File: src/rtl/dmaeng_pkg.sv
`timescale 1ns/1ps
package dmaeng_pkg;
  localparam int DATA_W = 32;

  typedef enum logic [1:0] {ST_IDLE, ST_READ, ST_WRITE} state_e;

  // strobes from control to datapath
  typedef struct packed {
    logic loadCfg;
    logic capture;
    logic advance;
    logic reload;
    logic readPhase;
  } strobe_t;

  function automatic logic [2:0] widthBytes(input logic [1:0] code);
    case (code)
      2'd0:    widthBytes = 3'd1;
      2'd1:    widthBytes = 3'd2;
      default: widthBytes = 3'd4;
    endcase
  endfunction

  function automatic logic [DATA_W-1:0] widthMask(input logic [1:0] code);
    case (code)
      2'd0:    widthMask = 32'h0000_00FF;
      2'd1:    widthMask = 32'h0000_FFFF;
      default: widthMask = 32'hFFFF_FFFF;
    endcase
  endfunction
endpackage

File: src/rtl/dmaeng_dpath.sv
`timescale 1ns/1ps
module dmaeng_dpath
  import dmaeng_pkg::*;
#(
  parameter int AW = 32,
  parameter int CW = 16
) (
  input  logic              clk,
  input  logic              rstN,
  input  strobe_t           stb,
  input  logic              enQ,
  input  logic              cfgWe,
  input  logic [AW-1:0]     cfgPerBase,
  input  logic [AW-1:0]     cfgMemBase,
  input  logic              cfgMemIsSrc,
  input  logic [CW-1:0]     cfgCount,
  input  logic              cfgPerInc,
  input  logic              cfgMemInc,
  input  logic [1:0]        cfgPerWidth,
  input  logic [1:0]        cfgMemWidth,
  input  logic              cfgCircular,
  input  logic              cfgMemToMem,
  input  logic [DATA_W-1:0] busRdata,
  output logic [AW-1:0]     busAddr,
  output logic [1:0]        busSize,
  output logic [DATA_W-1:0] busWdata,
  output logic [CW-1:0]     remaining,
  output logic              remEmpty,
  output logic              lastItem,
  output logic              hitHalf,
  output logic              circQ,
  output logic              m2mQ
);
  localparam int PADW = AW - 3;

  logic [AW-1:0]     perBase, memBase, perAddr, memAddr;
  logic [CW-1:0]     countCfg;
  logic              memIsSrc, perInc, memInc;
  logic [1:0]        perW, memW;
  logic [DATA_W-1:0] dataReg;

  logic [AW-1:0] perStep, memStep;
  logic [1:0]    srcW, dstW;

  always_comb begin
    perStep = perInc ? {{PADW{1'b0}}, widthBytes(perW)} : '0;
    memStep = memInc ? {{PADW{1'b0}}, widthBytes(memW)} : '0;
    srcW    = memIsSrc ? memW : perW;
    dstW    = memIsSrc ? perW : memW;
    if (stb.readPhase) begin
      busAddr = memIsSrc ? memAddr : perAddr;
      busSize = srcW;
    end else begin
      busAddr = memIsSrc ? perAddr : memAddr;
      busSize = dstW;
    end
    busWdata = dataReg & widthMask(dstW);
    remEmpty = (remaining == '0);
    lastItem = (remaining == CW'(1));
    hitHalf  = ((remaining - CW'(1)) == (countCfg >> 1));
  end

  always_ff @(posedge clk or negedge rstN) begin
    if (!rstN) begin
      perBase <= '0; memBase <= '0; countCfg <= '0;
      memIsSrc <= 1'b0; perInc <= 1'b0; memInc <= 1'b0;
      perW <= 2'd0; memW <= 2'd0; circQ <= 1'b0; m2mQ <= 1'b0;
    end else if (stb.loadCfg) begin
      perBase <= cfgPerBase; memBase <= cfgMemBase; countCfg <= cfgCount;
      memIsSrc <= cfgMemIsSrc; perInc <= cfgPerInc; memInc <= cfgMemInc;
      perW <= cfgPerWidth; memW <= cfgMemWidth;
      circQ <= cfgCircular; m2mQ <= cfgMemToMem;
    end
  end

  always_ff @(posedge clk or negedge rstN) begin
    if (!rstN) begin
      perAddr   <= '0;
      memAddr   <= '0;
      remaining <= '0;
    end else if (stb.loadCfg) begin
      perAddr   <= cfgPerBase;
      memAddr   <= cfgMemBase;
      remaining <= cfgCount;
    end else if (stb.reload) begin
      perAddr   <= perBase;
      memAddr   <= memBase;
      remaining <= countCfg;
    end else if (stb.advance) begin
      perAddr   <= perAddr + perStep;
      memAddr   <= memAddr + memStep;
      remaining <= remaining - CW'(1);
    end
  end

  always_ff @(posedge clk or negedge rstN) begin
    if (!rstN)            dataReg <= '0;
    else if (stb.capture) dataReg <= busRdata & widthMask(srcW);
  end

  // a configuration write while enabled leaves the stored settings alone
  p_cfg_frozen_r2: assert property (@(posedge clk) disable iff (!rstN)
    (enQ && cfgWe) |=> ($stable(countCfg) && $stable(perBase) && $stable(memBase)));

  // the count only moves by one, or is reloaded
  p_count_steps_r8: assert property (@(posedge clk) disable iff (!rstN)
    (!stb.loadCfg && !stb.reload) |=>
      (remaining == $past(remaining) || remaining == $past(remaining) - CW'(1)));
endmodule

File: src/rtl/dmaeng_ctrl.sv
`timescale 1ns/1ps
module dmaeng_ctrl
  import dmaeng_pkg::*;
(
  input  logic       clk,
  input  logic       rstN,
  input  logic       cfgWe,
  input  logic       enWe,
  input  logic       enVal,
  input  logic [2:0] flagClr,
  input  logic       perReq,
  input  logic       busDone,
  input  logic       busErr,
  input  logic       remEmpty,
  input  logic       lastItem,
  input  logic       hitHalf,
  input  logic       circQ,
  input  logic       m2mQ,
  output strobe_t    stb,
  output logic       perAck,
  output logic       busReq,
  output logic       busWrite,
  output logic       enQ,
  output logic       flagHalf,
  output logic       flagDone,
  output logic       flagErr
);
  state_e state, stateNext;
  logic   active, rdOk, wrOk, errEv, finishNormal;

  always_comb begin
    active        = enQ && !remEmpty;
    busReq        = enQ && (state != ST_IDLE);
    busWrite      = (state == ST_WRITE);
    perAck        = (state == ST_IDLE) && active && !m2mQ && perReq;
    errEv         = busReq && busErr;
    rdOk          = busReq && !busWrite && busDone && !busErr;
    wrOk          = busReq && busWrite && busDone && !busErr;
    finishNormal  = wrOk && lastItem && !circQ;
    stb.loadCfg   = cfgWe && !enQ;
    stb.capture   = rdOk;
    stb.reload    = wrOk && lastItem && circQ;
    stb.advance   = wrOk && !(lastItem && circQ);
    stb.readPhase = (state == ST_READ);

    stateNext = state;
    if (!enQ) stateNext = ST_IDLE;
    else begin
      case (state)
        ST_IDLE:  if (active && (m2mQ || perReq)) stateNext = ST_READ;
        ST_READ:  if (errEv) stateNext = ST_IDLE;
                  else if (rdOk) stateNext = ST_WRITE;
        ST_WRITE: if (errEv || wrOk) stateNext = ST_IDLE;
        default:  stateNext = ST_IDLE;
      endcase
    end
  end

  always_ff @(posedge clk or negedge rstN) begin
    if (!rstN) begin
      state    <= ST_IDLE;
      enQ      <= 1'b0;
      flagHalf <= 1'b0;
      flagDone <= 1'b0;
      flagErr  <= 1'b0;
    end else begin
      state <= stateNext;
      if (errEv || finishNormal) enQ <= 1'b0;
      else if (enWe)             enQ <= enVal;
      flagHalf <= (flagHalf && !flagClr[0]) || (wrOk && hitHalf);
      flagDone <= (flagDone && !flagClr[1]) || (wrOk && lastItem);
      flagErr  <= (flagErr  && !flagClr[2]) || errEv;
    end
  end

  // an acknowledge is followed by the read of that item
  p_ack_then_read_r6: assert property (@(posedge clk) disable iff (!rstN)
    perAck |=> (busReq && !busWrite));

  // a failed access leaves the channel disabled
  p_err_disables_r11: assert property (@(posedge clk) disable iff (!rstN)
    (busReq && busErr) |=> !enQ);

  // writing the enable low silences the bus from the next cycle
  p_abort_quiet_r12: assert property (@(posedge clk) disable iff (!rstN)
    (enWe && !enVal) |=> !busReq);

  // completion is only flagged after the final item
  p_done_after_last_r8: assert property (@(posedge clk) disable iff (!rstN)
    $rose(flagDone) |-> $past(lastItem));
endmodule

File: src/rtl/dma_chan_engine.sv
`timescale 1ns/1ps
module dma_chan_engine
  import dmaeng_pkg::*;
#(
  parameter int AW = 32,
  parameter int CW = 16
) (
  input  logic              clk,
  input  logic              rstN,
  input  logic              cfgWe,
  input  logic [AW-1:0]     cfgPerBase,
  input  logic [AW-1:0]     cfgMemBase,
  input  logic              cfgMemIsSrc,
  input  logic [CW-1:0]     cfgCount,
  input  logic              cfgPerInc,
  input  logic              cfgMemInc,
  input  logic [1:0]        cfgPerWidth,
  input  logic [1:0]        cfgMemWidth,
  input  logic              cfgCircular,
  input  logic              cfgMemToMem,
  input  logic              enWe,
  input  logic              enVal,
  input  logic [2:0]        flagClr,
  input  logic              perReq,
  output logic              perAck,
  output logic              busReq,
  output logic              busWrite,
  output logic [AW-1:0]     busAddr,
  output logic [1:0]        busSize,
  output logic [DATA_W-1:0] busWdata,
  input  logic [DATA_W-1:0] busRdata,
  input  logic              busDone,
  input  logic              busErr,
  output logic              enabled,
  output logic [CW-1:0]     remaining,
  output logic              flagHalf,
  output logic              flagDone,
  output logic              flagErr
);
  strobe_t stb;
  logic    remEmpty, lastItem, hitHalf, circQ, m2mQ;

  dmaeng_ctrl u_ctrl (
    .clk(clk), .rstN(rstN), .cfgWe(cfgWe), .enWe(enWe), .enVal(enVal),
    .flagClr(flagClr), .perReq(perReq), .busDone(busDone), .busErr(busErr),
    .remEmpty(remEmpty), .lastItem(lastItem), .hitHalf(hitHalf),
    .circQ(circQ), .m2mQ(m2mQ), .stb(stb), .perAck(perAck),
    .busReq(busReq), .busWrite(busWrite), .enQ(enabled),
    .flagHalf(flagHalf), .flagDone(flagDone), .flagErr(flagErr)
  );

  dmaeng_dpath #(.AW(AW), .CW(CW)) u_dpath (
    .clk(clk), .rstN(rstN), .stb(stb), .enQ(enabled), .cfgWe(cfgWe),
    .cfgPerBase(cfgPerBase), .cfgMemBase(cfgMemBase),
    .cfgMemIsSrc(cfgMemIsSrc), .cfgCount(cfgCount),
    .cfgPerInc(cfgPerInc), .cfgMemInc(cfgMemInc),
    .cfgPerWidth(cfgPerWidth), .cfgMemWidth(cfgMemWidth),
    .cfgCircular(cfgCircular), .cfgMemToMem(cfgMemToMem),
    .busRdata(busRdata), .busAddr(busAddr), .busSize(busSize),
    .busWdata(busWdata), .remaining(remaining), .remEmpty(remEmpty),
    .lastItem(lastItem), .hitHalf(hitHalf), .circQ(circQ), .m2mQ(m2mQ)
  );
endmodule

File: config.mk
export PLATFORM = sky130hd
export DESIGN_NAME = dma_chan_engine
export DESIGN_NICKNAME = d
export VERILOG_FILES = /design/src/rtl/dmaeng_pkg.sv /design/src/rtl/dmaeng_dpath.sv /design/src/rtl/dmaeng_ctrl.sv /design/src/rtl/dma_chan_engine.sv
export SDC_FILE = /design/constraint.sdc
export NUM_CORES = 1
export LEC_CHECK = 0
export ABC_CLOCK_PERIOD_IN_PS = 3900
export BUFFER_PORTS_ARGS = -buffer_cell sky130_fd_sc_hd__buf_2
export CORE_ASPECT_RATIO = 0.6
export CORE_UTILIZATION = 30
export DETAILED_ROUTE_END_ITERATION = 8
export SLEW_MARGIN = 15
export SYNTH_ARGS = -nofsm -noshare
export SYNTH_HDL_FRONTEND = slang
export SYNTH_HIERARCHICAL = 1
export SYNTH_SLANG_ARGS = --single-unit
File: constraint.sdc
create_clock -name clk -period 3.9 [get_ports clk]
set_input_delay 0.585 -clock clk [delete_from_list [all_inputs] [get_ports clk]]
set_output_delay 0.585 -clock clk [all_outputs]
set_load 0.03 [all_outputs]
==> impl_metrics.json <==
{
  "port_buffers": 220,
  "setup_tns_ns": 0,
  "hold_class": "input pin to asynchronous set/reset pin",
  "slew_viol_final": 0,
  "netlist_area_mm2": 0.0116,
  "drtIter0Drc": 836,
  "setup_violations": 0,
  "routed-wl-met3_um": 3250,
  "async_flop_share_pct": 100,
  "grt_util_all_layers_pct": 19.5,
  "wl_met2_um": 16100,
  "crit_arrival_ns": 2.89,
  "slew-limit-headroom_pct": 27.8,
  "period_minus_slack_ns": 3.47,
  "ios": 221,
  "path_max_fanout": 8,
  "synth.net_count": 1375,
  "final_cell_mix": "buf_2 (219), dfrtp_1 (207), o21ai_0 (124)",
  "finalHoldWorstSlack_ns": 0.188,
  "vias": 10200,
  "start_util_pct": 30.6,
  "fin_crit_sh_pct": 89.0,
  "tightestPinTransition_ns": 1.08,
  "clock_skew_ns": 0.00744,
  "coreArea_mm2": 0.0378,
  "syn_inst": 1233,
  "dpl.cell_count": 1911,
  "grt_max_degree": 119,
  "gr-total-overflow": 0,
  "synthDistinctLibCells": 74,
  "synth-edff-count": 0,
  "final_common_cell": "buf_2",
  "postCtsSetupRepairBufs": 0,
  "status": "complete, no violations",
  "clock-sinks": 207,
  "layout-drive-gt1-share_pct": 28.3,
  "place_congestion": 0.895,
  "clockBufferDepth": 3,
  "place_hpwl_um": 28000,
  "worstPathRequired_ns": 3.31,
  "power.leakage_nw": 6.13,
  "std_cell_rows": 55,
  "cts_tree": "built",
  "clock.fmax_mhz": 288,
  "ys_ff_latch": 207,
  "ctsHoldBuffers": 0,
  "antenna_found_initial": 3,
  "critPathLaunchType": "flip-flop",
  "viasPerCell": 5.22,
  "top_layer_used": "met5",
  "htreeDepth": 1,
  "clkTransAtPathRegs_ns": 0.07,
  "grt_pass1_vias": 9750,
  "cts_buffers": 22,
  "grt_pass1_wl_um": 59900,
  "drc": 0,
  "fin_util_pct": 36.9,
  "drv_cap": 0,
  "ys_warn_count": 6,
  "drt-met1-wl_um": 18500,
  "synthFlopType": "dfrtp_1",
  "clock_latency_ns": 0.52,
  "die_w_um": 255,
  "finalNonFillerCells": 1952,
  "ant_nets": 0,
  "end_kind": "output port",
  "hold_violations": 0,
  "avgSynthCellArea_um2": 9.37,
  "synth_top_cell_by_area": "dfrtp_1",
  "wl_per_cell_um": 19.8,
  "p_per_area_mw_per_mm2": 643,
  "syn2layout_area_growth_pct": 20.8,
  "die_h_um": 154,
  "peakVddDrop_mv": 0.341,
  "nets": 1564,
  "drt_wl_total_um": 38600,
  "ys_seq_area_share_pct": 44.8,
  "dieArea_mm2": 0.0393,
  "synthTopCellsByArea": "dfrtp_1 (45%), mux2_2 (9.2%), o21ai_0 (5.4%)",
  "drt_first_pass_iters": 6,
  "rsz0062_at_grt": "false",
  "cts_resized": 0,
  "crit_type": "flip-flop to output port",
  "synth_top_area_share_pct": 44.8,
  "clockRootBuffer": "clkbuf_16"
}
[power by group]
group          total, mW  switching [mW]  internal, mW
combinational       3.48            2.18          1.30
clock               2.11           0.923          1.18
sequential          3.39           0.644          2.75
total               8.98            3.75          5.23
[synthesized netlist by cell type, drive strengths merged, types with 5 or more instances]
cell	n
dfrtp	207
o21ai	125
nand2	116
mux2	94
nor2	88
a21oi	79
inv	77
clkbuf	54
xnor2	37
nand3	29
xor2	28
buf	27
a22oi	25
nand4	24
nor3	17
and3	14
nor4	14
a31oi	13
mux2i	10
nor2b	9
nor3b	9
o21a	9
a221o	8
and4	8
ha	8
o31ai	8
nand2b	7
o211ai	7
a211oi	6
a22o	6
and2	6
o22ai	6
a21o	5
a2bb2oi	5
[worst max-delay path, stage by stage (launching register included)]
cell and delay, ns:
dfrtp_1 0.49, inv_1 0.08, ha_1 0.23, or3b_2 0.31, nor4_4 0.08, and3_1 0.25, or4b_1 0.53, nor3b_2 0.17
buf_2 0.22
[worst paths after layout]
path	startpoint	to	slack [ns]	cells after the start
max	u_dpath/remaining[0]$_DFFE_PN0P_	perAck	0.43	8
min	rstN	u_ctrl/flagErr$_DFF_PN0_	0.19	1
max reg2reg	u_dpath/remaining[6]$_DFFE_PN0P_	u_dpath/memAddr[6]$_DFFE_PN0P_	0.69	11
min reg2reg	u_ctrl/flagErr$_DFF_PN0_	u_ctrl/flagErr$_DFF_PN0_	0.48	1
max in group asynchronous	rstN	u_dpath/perAddr[25]$_DFFE_PN0P_	2.85	2
min in group clk	cfgMemBase[20]	u_dpath/memAddr[20]$_DFFE_PN0P_	0.28	3
[per-stage QoR]
| stage | cell area [um^2] | power (mW) | setup WS (ns) |
|---|---|---|---|
| 2_1_floorplan | 11600 | 5.74 | 0.665 |
| 3_3_place_gp | 13200 | 6.82 | 0.724 |
| 3_5_place_dp | 13200 | 6.88 | 0.699 |
| 4_1_cts | 14000 | 9.02 | 0.405 |
| 5_1_grt | 14000 | 9.50 | 0.272 |
| 6_report | 14000 | 8.98 | 0.427 |
[state kept, by name, summed over array words and instances (netlist names), 2 cells and up]
signal	flops
u_dpath/dataReg	32
u_dpath/memW	2
u_dpath/remaining	16
u_ctrl/state	2
u_dpath/memBase	32
u_dpath/perAddr	32
u_dpath/perW	2
u_dpath/countCfg	16
u_dpath/memAddr	32
u_dpath/perBase	32
[area by class of cell]
type                       instances  area [um^2]
clock buffer                      32          659
multi-input combinational        868         5760
antenna                            1         2.50
timing repair buffer             246         1370
inverter                          77          289
tap                              513          642
fill                            3863        23800
clock inverter                     8         53.8
sequential                       207         5180
[layer usage]
metal | up-vias | global-route usage (%)
li1 | 4745 | -
met1 | 4963 | 29.4
met2 | 426 | 27.6
met3 | 48 | 4.78
met4 | 2 | 4.27
met5 | - | 0
[cell families after synthesis]
kind of cell	synth area share [%]
DFF	44.8
muxes	10.0
and+or+nand+nor	16.3
xor gates and xnor gates	4.93
AOI/OAI and AO/OA	17.1
buffers and inverters	5.54
adders and majority gates	1.21
(Power assumes the default switching activity.)
